[src/rtl/i2c_tgt_pkg.sv]
package i2c_tgt_pkg;

    localparam int BYTE_W = 8;

    typedef enum logic [2:0] {
        ST_IDLE,
        ST_RX,
        ST_ACK,
        ST_TX,
        ST_RACK,
        ST_SKIP
    } tgt_state_e;

    typedef enum logic [1:0] {
        PH_ADDR,
        PH_PTR,
        PH_DATA
    } rx_phase_e;

    typedef struct packed {
        tgt_state_e        state;
        rx_phase_e         phase;
        logic [3:0]        cnt;
        logic [BYTE_W-1:0] shreg;
        logic              rnw;
        logic [BYTE_W-1:0] ptr;
        logic              oe;
        logic              wr_en;
        logic [BYTE_W-1:0] wr_addr;
        logic [BYTE_W-1:0] wr_data;
        logic              hit;
        logic              ctl_nack;
    } fsm_regs_t;

endpackage

[src/rtl/i2c_line_sync.sv]
module i2c_line_sync #(
    parameter int LINES  = 2,
    parameter int STAGES = 2
) (
    input  logic             clk,
    input  logic             rst_n,
    input  logic [LINES-1:0] raw_i,
    output logic [LINES-1:0] level_o,
    output logic [LINES-1:0] rise_o,
    output logic [LINES-1:0] fall_o
);

    localparam int LAST = STAGES - 1;

    for (genvar g = 0; g < LINES; g++) begin : g_line
        logic [STAGES-1:0] pipe_d, pipe_q;
        logic              prev_d, prev_q;

        always_comb begin
            pipe_d = {pipe_q[STAGES-2:0], raw_i[g]};
            prev_d = pipe_q[LAST];
        end

        always_ff @(posedge clk or negedge rst_n) begin
            if (!rst_n) begin
                pipe_q <= '1;
                prev_q <= 1'b1;
            end else begin
                pipe_q <= pipe_d;
                prev_q <= prev_d;
            end
        end

        assign level_o[g] = pipe_q[LAST];
        assign rise_o[g]  = pipe_q[LAST] & ~prev_q;
        assign fall_o[g]  = ~pipe_q[LAST] & prev_q;
    end

endmodule

[src/rtl/i2c_addr_select.sv]
module i2c_addr_select #(
    parameter logic [4:0] ADDR_PREFIX = 5'b10100
) (
    input  logic       clk,
    input  logic       rst_n,
    input  logic       strap_i,
    input  logic       bus_sel_i,
    output logic [6:0] my_addr_o
);

    typedef struct packed {
        logic taken;
        logic strap;
    } strap_regs_t;

    strap_regs_t st_d, st_q;

    always_comb begin
        st_d       = st_q;
        st_d.taken = 1'b1;
        if (!st_q.taken) begin
            st_d.strap = strap_i;
        end
    end

    always_ff @(posedge clk or negedge rst_n) begin
        if (!rst_n) begin
            st_q <= '0;
        end else begin
            st_q <= st_d;
        end
    end

    // Before the capture edge the live pin is used, so the address is settled
    // from the first cycle on.
    assign my_addr_o = {ADDR_PREFIX, bus_sel_i, st_q.taken ? st_q.strap : strap_i};

endmodule

[src/rtl/i2c_proto_fsm.sv]
module i2c_proto_fsm
    import i2c_tgt_pkg::*;
(
    input  logic              clk,
    input  logic              rst_n,
    input  logic              scl_lvl,
    input  logic              scl_rise,
    input  logic              scl_fall,
    input  logic              sda_lvl,
    input  logic              sda_rise,
    input  logic              sda_fall,
    input  logic [6:0]        my_addr,
    input  logic [BYTE_W-1:0] rd_data,
    output logic [BYTE_W-1:0] rd_addr,
    output logic              sda_oe,
    output logic              wr_en,
    output logic [BYTE_W-1:0] wr_addr,
    output logic [BYTE_W-1:0] wr_data,
    output logic              hit
);

    localparam logic [3:0] BITS_PER_BYTE = 4'(BYTE_W);
    localparam logic [3:0] LAST_BIT      = 4'(BYTE_W - 1);

    fsm_regs_t r_d, r_q;

    logic bus_start, bus_stop;
    assign bus_start = sda_fall & scl_lvl;
    assign bus_stop  = sda_rise & scl_lvl;

    always_comb begin
        r_d       = r_q;
        r_d.wr_en = 1'b0;
        r_d.hit   = 1'b0;

        if (bus_start) begin
            r_d.state = ST_RX;
            r_d.phase = PH_ADDR;
            r_d.cnt   = '0;
            r_d.oe    = 1'b0;
        end else if (bus_stop) begin
            r_d.state = ST_IDLE;
            r_d.oe    = 1'b0;
        end else begin
            unique case (r_q.state)
                ST_RX: begin
                    if (scl_rise && r_q.cnt < BITS_PER_BYTE) begin
                        r_d.shreg = {r_q.shreg[BYTE_W-2:0], sda_lvl};
                        r_d.cnt   = r_q.cnt + 4'd1;
                    end else if (scl_fall && r_q.cnt == BITS_PER_BYTE) begin
                        unique case (r_q.phase)
                            PH_ADDR: begin
                                if (r_q.shreg[BYTE_W-1:1] == my_addr) begin
                                    r_d.hit   = 1'b1;
                                    r_d.rnw   = r_q.shreg[0];
                                    r_d.oe    = 1'b1;
                                    r_d.state = ST_ACK;
                                end else begin
                                    r_d.oe    = 1'b0;
                                    r_d.state = ST_SKIP;
                                end
                            end
                            PH_PTR: begin
                                r_d.ptr   = r_q.shreg;
                                r_d.oe    = 1'b1;
                                r_d.state = ST_ACK;
                            end
                            default: begin
                                r_d.wr_en   = 1'b1;
                                r_d.wr_addr = r_q.ptr;
                                r_d.wr_data = r_q.shreg;
                                r_d.ptr     = r_q.ptr + 1'b1;
                                r_d.oe      = 1'b1;
                                r_d.state   = ST_ACK;
                            end
                        endcase
                    end
                end
                ST_ACK: begin
                    if (scl_fall) begin
                        r_d.cnt = '0;
                        if (r_q.phase == PH_ADDR && r_q.rnw) begin
                            r_d.shreg = rd_data;
                            r_d.ptr   = r_q.ptr + 1'b1;
                            r_d.oe    = ~rd_data[BYTE_W-1];
                            r_d.state = ST_TX;
                        end else begin
                            r_d.oe    = 1'b0;
                            r_d.state = ST_RX;
                            r_d.phase = (r_q.phase == PH_ADDR) ? PH_PTR : PH_DATA;
                        end
                    end
                end
                ST_TX: begin
                    if (scl_fall) begin
                        if (r_q.cnt == LAST_BIT) begin
                            r_d.oe    = 1'b0;
                            r_d.state = ST_RACK;
                        end else begin
                            r_d.shreg = {r_q.shreg[BYTE_W-2:0], 1'b0};
                            r_d.oe    = ~r_q.shreg[BYTE_W-2];
                            r_d.cnt   = r_q.cnt + 4'd1;
                        end
                    end
                end
                ST_RACK: begin
                    if (scl_rise) begin
                        r_d.ctl_nack = sda_lvl;
                    end else if (scl_fall) begin
                        r_d.cnt = '0;
                        if (!r_q.ctl_nack) begin
                            r_d.shreg = rd_data;
                            r_d.ptr   = r_q.ptr + 1'b1;
                            r_d.oe    = ~rd_data[BYTE_W-1];
                            r_d.state = ST_TX;
                        end else begin
                            r_d.oe    = 1'b0;
                            r_d.state = ST_SKIP;
                        end
                    end
                end
                default: begin
                    r_d.oe = 1'b0;
                end
            endcase
        end
    end

    always_ff @(posedge clk or negedge rst_n) begin
        if (!rst_n) begin
            r_q       <= '0;
            r_q.state <= ST_IDLE;
            r_q.phase <= PH_ADDR;
        end else begin
            r_q <= r_d;
        end
    end

    assign rd_addr = r_q.ptr;
    assign sda_oe  = r_q.oe;
    assign wr_en   = r_q.wr_en;
    assign wr_addr = r_q.wr_addr;
    assign wr_data = r_q.wr_data;
    assign hit     = r_q.hit;

endmodule

[src/rtl/i2c_idle_ctl.sv]
module i2c_idle_ctl #(
    parameter int              AW        = 8,
    parameter int              DW        = 8,
    parameter logic [AW-1:0]   CMD_ADDR  = 8'h23,
    parameter logic [DW-1:0]   IDLE_CODE = 8'hFF
) (
    input  logic          clk,
    input  logic          rst_n,
    input  logic          wr_en,
    input  logic [AW-1:0] wr_addr,
    input  logic [DW-1:0] wr_data,
    input  logic          hit,
    output logic          idle_o
);

    logic idle_d, idle_q;

    always_comb begin
        idle_d = idle_q;
        if (wr_en && wr_addr == CMD_ADDR && wr_data == IDLE_CODE) begin
            idle_d = 1'b1;
        end else if (hit) begin
            idle_d = 1'b0;
        end
    end

    always_ff @(posedge clk or negedge rst_n) begin
        if (!rst_n) begin
            idle_q <= 1'b0;
        end else begin
            idle_q <= idle_d;
        end
    end

    assign idle_o = idle_q;

endmodule

[src/rtl/i2c_strap_target.sv]
module i2c_strap_target
    import i2c_tgt_pkg::*;
#(
    parameter int              SYNC_STAGES = 2,
    parameter logic [4:0]      ADDR_PREFIX = 5'b10100,
    parameter logic [7:0]      CMD_ADDR    = 8'h23,
    parameter logic [7:0]      IDLE_CODE   = 8'hFF
) (
    input  logic       clk,
    input  logic       rst_n,
    input  logic       scl_i,
    input  logic       sda_i,
    output logic       sda_oe,
    input  logic       strap_i,
    input  logic       bus_sel_i,
    output logic       wr_en,
    output logic [7:0] wr_addr,
    output logic [7:0] wr_data,
    output logic [7:0] rd_addr,
    input  logic [7:0] rd_data,
    output logic       idle_o,
    output logic       wake_o
);

    localparam int N_LINES = 2;
    localparam int SCL_IDX = 0;
    localparam int SDA_IDX = 1;

    logic [N_LINES-1:0] lvl, rise, fall;
    logic [6:0]         my_addr;
    logic               hit;

    i2c_line_sync #(
        .LINES  (N_LINES),
        .STAGES (SYNC_STAGES)
    ) u_sync (
        .clk     (clk),
        .rst_n   (rst_n),
        .raw_i   ({sda_i, scl_i}),
        .level_o (lvl),
        .rise_o  (rise),
        .fall_o  (fall)
    );

    i2c_addr_select #(
        .ADDR_PREFIX (ADDR_PREFIX)
    ) u_addr (
        .clk       (clk),
        .rst_n     (rst_n),
        .strap_i   (strap_i),
        .bus_sel_i (bus_sel_i),
        .my_addr_o (my_addr)
    );

    i2c_proto_fsm u_fsm (
        .clk      (clk),
        .rst_n    (rst_n),
        .scl_lvl  (lvl[SCL_IDX]),
        .scl_rise (rise[SCL_IDX]),
        .scl_fall (fall[SCL_IDX]),
        .sda_lvl  (lvl[SDA_IDX]),
        .sda_rise (rise[SDA_IDX]),
        .sda_fall (fall[SDA_IDX]),
        .my_addr  (my_addr),
        .rd_data  (rd_data),
        .rd_addr  (rd_addr),
        .sda_oe   (sda_oe),
        .wr_en    (wr_en),
        .wr_addr  (wr_addr),
        .wr_data  (wr_data),
        .hit      (hit)
    );

    i2c_idle_ctl #(
        .AW        (BYTE_W),
        .DW        (BYTE_W),
        .CMD_ADDR  (CMD_ADDR),
        .IDLE_CODE (IDLE_CODE)
    ) u_idle (
        .clk     (clk),
        .rst_n   (rst_n),
        .wr_en   (wr_en),
        .wr_addr (wr_addr),
        .wr_data (wr_data),
        .hit     (hit),
        .idle_o  (idle_o)
    );

    assign wake_o = hit;

endmodule

[config.mk]
export PLATFORM = sky130hd
export DESIGN_NAME = i2c_strap_target
export DESIGN_NICKNAME = d
export VERILOG_FILES = /design/src/rtl/i2c_tgt_pkg.sv /design/src/rtl/i2c_line_sync.sv /design/src/rtl/i2c_addr_select.sv /design/src/rtl/i2c_proto_fsm.sv /design/src/rtl/i2c_idle_ctl.sv /design/src/rtl/i2c_strap_target.sv
export SDC_FILE = /design/constraint.sdc
export NUM_CORES = 1
export LEC_CHECK = 0
export BUFFER_PORTS_ARGS = -buffer_cell sky130_fd_sc_hd__buf_2
export CAP_MARGIN = 5
export CORE_ASPECT_RATIO = 1.1
export CORE_MARGIN = 1.5
export CORE_UTILIZATION = 60
export CTS_CLUSTER_SIZE = 30
export DETAILED_ROUTE_END_ITERATION = 12
export PLACE_DENSITY = 0.83
export SLEW_MARGIN = 5
export SYNTH_ARGS = -nofsm -noshare
export SYNTH_HDL_FRONTEND = slang
export SYNTH_SLANG_ARGS = --single-unit
[constraint.sdc]
create_clock -name clk -period 3.8 [get_ports clk]
set_clock_uncertainty 0.2 [all_clocks]
set_input_delay 0.57 -clock clk [delete_from_list [all_inputs] [get_ports clk]]
set_output_delay 0.57 -clock clk [all_outputs]
set_load 0.01 [all_outputs]
==> results.sh <==
export IMPL_synth_simple_area_share_pct=15.7
export IMPL_synth_fa_ha_area_share_pct=1.21
export IMPL_io_buffer_count=41
export IMPL_most_common_layout_cells="dfrtp_1 (49), buf_2 (41), mux2_2 (33), nand2_1 (17), nor2_1 (11)"
export IMPL_die_area_mm2=0.00561
export IMPL_max_slew_worst_pin_slew_ns=1.08
export IMPL_finalNetCount=305
export IMPL_yosys_area_share_xor_xnor_pct=2.30
export IMPL_synthMuxAreaShare_pct=13.0
export IMPL_n_fill_cell=403
export IMPL_fin_tns_setup_ns=0
export IMPL_yosys_warnings=0
export IMPL_antenna_found_initial=0
export IMPL_antenna_left=0
export IMPL_synth_seq_cells=55
export IMPL_synth_edf_count=0
export IMPL_path_clk_slew_ns=0.10
export IMPL_peakVddDrop_mv=0.275
export IMPL_p_leak_nw=1.51
export IMPL_die_w_um=71.5
export IMPL_syn_inst=272
export IMPL_crit_fanout=13
export IMPL_synthTopCellsByArea="dfrtp_1 (40%), mux2_2 (12%), buf_4 (6.1%), dfstp_2 (5.1%), nand2_1 (2.1%)"
export IMPL_syn_num_nets=289
export IMPL_dp_hpwl_um=4150
export IMPL_post_cts_setup_buffers=0
export IMPL_layout_drive_gt1_share_pct=38.8
export IMPL_max_cap_violations=0
export IMPL_drt_total_wl_um=5750
export IMPL_path_class="reg -> reg"
export IMPL_wire_per_inst_um=16.6
export IMPL_fmax_mhz=433
export IMPL_cp_start_kind="register"
export IMPL_p_switching_mw=0.791
export IMPL_synth_top_family_by_area="simple AND/OR/NAND/NOR gates"
export IMPL_cts_max_level=2
export IMPL_first_iter_violations=231
export IMPL_areaGrowthSynthToFinish_pct=4.20
export IMPL_power_internal_mw=1.22
export IMPL_min_period_over_period_pct=60.7
export IMPL_endpoint_kind="register"
export IMPL_clkLatencyLatePin_ns=0.32
export IMPL_seqPwrFrac_pct=46.5
export IMPL_synth_cell_types=67
export IMPL_arrival_ns=2.31
export IMPL_row_count=27
export IMPL_placed_cell_area_mm2=0.00313
export IMPL_cts_root_buf="clkbuf_8"
export IMPL_synth_ff_type="dfrtp_1"
export IMPL_required_ns=3.80
export IMPL_grt_max_degree=51
export IMPL_pwr_density_cell_mw_per_mm2=622
export IMPL_die_height_um=78.4
export IMPL_first_pass_iters=8
export IMPL_grt_pass1_wl_um=9690
export IMPL_max_clock_path_buffers=2
export IMPL_rsz0062_at_grt="false"
export IMPL_synth_top_area_share_pct=39.6
export IMPL_cts_buffers=5
export IMPL_cts_tree="yes"
export IMPL_cts_resized=0
export IMPL_start_util_pct=62.0
export IMPL_final_hold_viol_count=0
export IMPL_status="complete, but fails checks"
export IMPL_antennaDiodeCount=0
export IMPL_power_frac_comb_pct=36.6
export IMPL_setup_viol=0
export IMPL_sw_frac_of_total_pct=39.3
export IMPL_gp_congestion=0.902
export IMPL_synth_top_cell_by_area="dfrtp_1"
export IMPL_synth_compound_gate_area_share_pct=13.8
export IMPL_drc=5
export IMPL_synth_seq_area_share_pct=44.7
export IMPL_ioPinCount=42
export IMPL_hp_class="in -> reg"
export IMPL_power_frac_clock_pct=17.0
export IMPL_synth_area_per_cell_um2=11.4
export IMPL_final_max_slew_violation_count=0
export IMPL_vias_per_cell=6.07
export IMPL_grt_overflow=0
export IMPL_globalRouteTotalUtil_pct=22.1
export IMPL_grt_pass1_vias=2020
export IMPL_hold_buffers=0
export IMPL_core_mm2=0.00500
export IMPL_violations="DRC"
export IMPL_fin_total_pwr_mw=2.01
export IMPL_final_area_mm2=0.00323
export IMPL_via_count=2105
export IMPL_cts_sinks=55
export IMPL_final_common_cell="dfrtp_1"
export IMPL_synth_area_mm2=0.00310
export IMPL_async_flop_share_pct=100
export IMPL_slew_headroom_pct=27.8
export IMPL_period_minus_slack_ns=2.31
[final timing paths]
kind | startpoint | endpoint | slack (ns) | cells after the start
max | u_fsm.r_q[44] | u_fsm.r_q[35] | 1.49 | 4
min | sda_i | u_sync.g_line[1].pipe_q[0] | 0.15 | 1
max reg2reg | u_fsm.r_q[44] | u_fsm.r_q[35] | 1.49 | 4
min reg2reg | u_sync.g_line[0].pipe_q[0] | u_sync.g_line[0].pipe_q[1] | 0.16 | 0
max in group asynchronous | rst_n | u_sync.g_line[1].pipe_q[0] | 2.37 | 2
min in group asynchronous | rst_n | u_fsm.wr_data[2] | 0.24 | 1
[cell families after synthesis]
logic type      Yosys count
mux                      36
flops                    55
buf+inv                  42
compound gates           54
fa+ha+maj                 3
xor+xnor                  6
other cells               1
simple gates             75
[through the flow]
stage	hold slack, ns	setup WS (ns)	utilization (%)	instances
after floorplan	0.0744	1.69	-	272
after global placement	0.147	1.57	62.6	339
after detailed placement	0.148	1.52	62.6	339
after CTS	0.138	1.50	64.6	347
after global routing	0.125	1.41	64.6	347
final	0.147	1.49	64.6	347
[worst max-delay path, cell delays in order (launching register included)]
cell and delay, ns:
dfrtp_1 0.55, xnor2_4 0.25, nor2_2 0.53, mux2_2 0.40, mux2_2 0.26
[layer usage]
layer  vias to the layer above  share of wire, %  track usage, %
met5                         -                 0               0
met4                         0               2.5            8.11
met3                        12               4.7            4.62
met2                        63                51            38.0
met1                      1033                42            27.4
li1                        997                 -               -
[registers in the layout, indices dropped and copies added, names as in the netlist]
signal,count
u_sync.g_line.prev_q,2
u_fsm.rd_addr,8
u_idle.idle_o,1
u_fsm.wr_en,1
u_fsm.wr_data,8
u_fsm.sda_oe,1
u_addr.st_q,2
u_fsm.hit,1
u_sync.g_line.pipe_q,4
u_fsm.r_q,19
u_fsm.wr_addr,8
[synth_stat cells, types with 4 or more instances]
cell       n
nand3_1    5
dfrtp_1   49
nand3b_1   4
o21ai_0   10
nand2_1   17
mux2_2    33
buf_6      4
buf_4     25
inv_1      9
o22a_1     4
buf_2      4
a21oi_1    7
a31oi_1    4
nand4_1    5
nor2_1    11
dfstp_2    6
[power by group through the flow]
| stage | Combinational, mW | Clock [mW] | Sequential [mW] |
|---|---|---|---|
| after floorplan | 0.708 | 0 | 0.832 |
| after global placement | 0.718 | 0 | 0.933 |
| after detailed placement | 0.735 | 0 | 0.941 |
| after CTS | 0.739 | 0.355 | 0.931 |
| after global routing | 0.816 | 0.377 | 0.959 |
| final | 0.734 | 0.341 | 0.934 |
[final cells by class]
cell class,count,area [um2],share of cell area (%)
clock buffer,5,68.8,2.13
sequential,55,1380,42.9
inverter,9,33.8,1.05
clock inverter,3,28.8,0.891
tap,58,72.6,2.25
timing repair buffer,42,213,6.59
multi-input combinational,175,1430,44.2
Power figures use the tool's default switching activity.
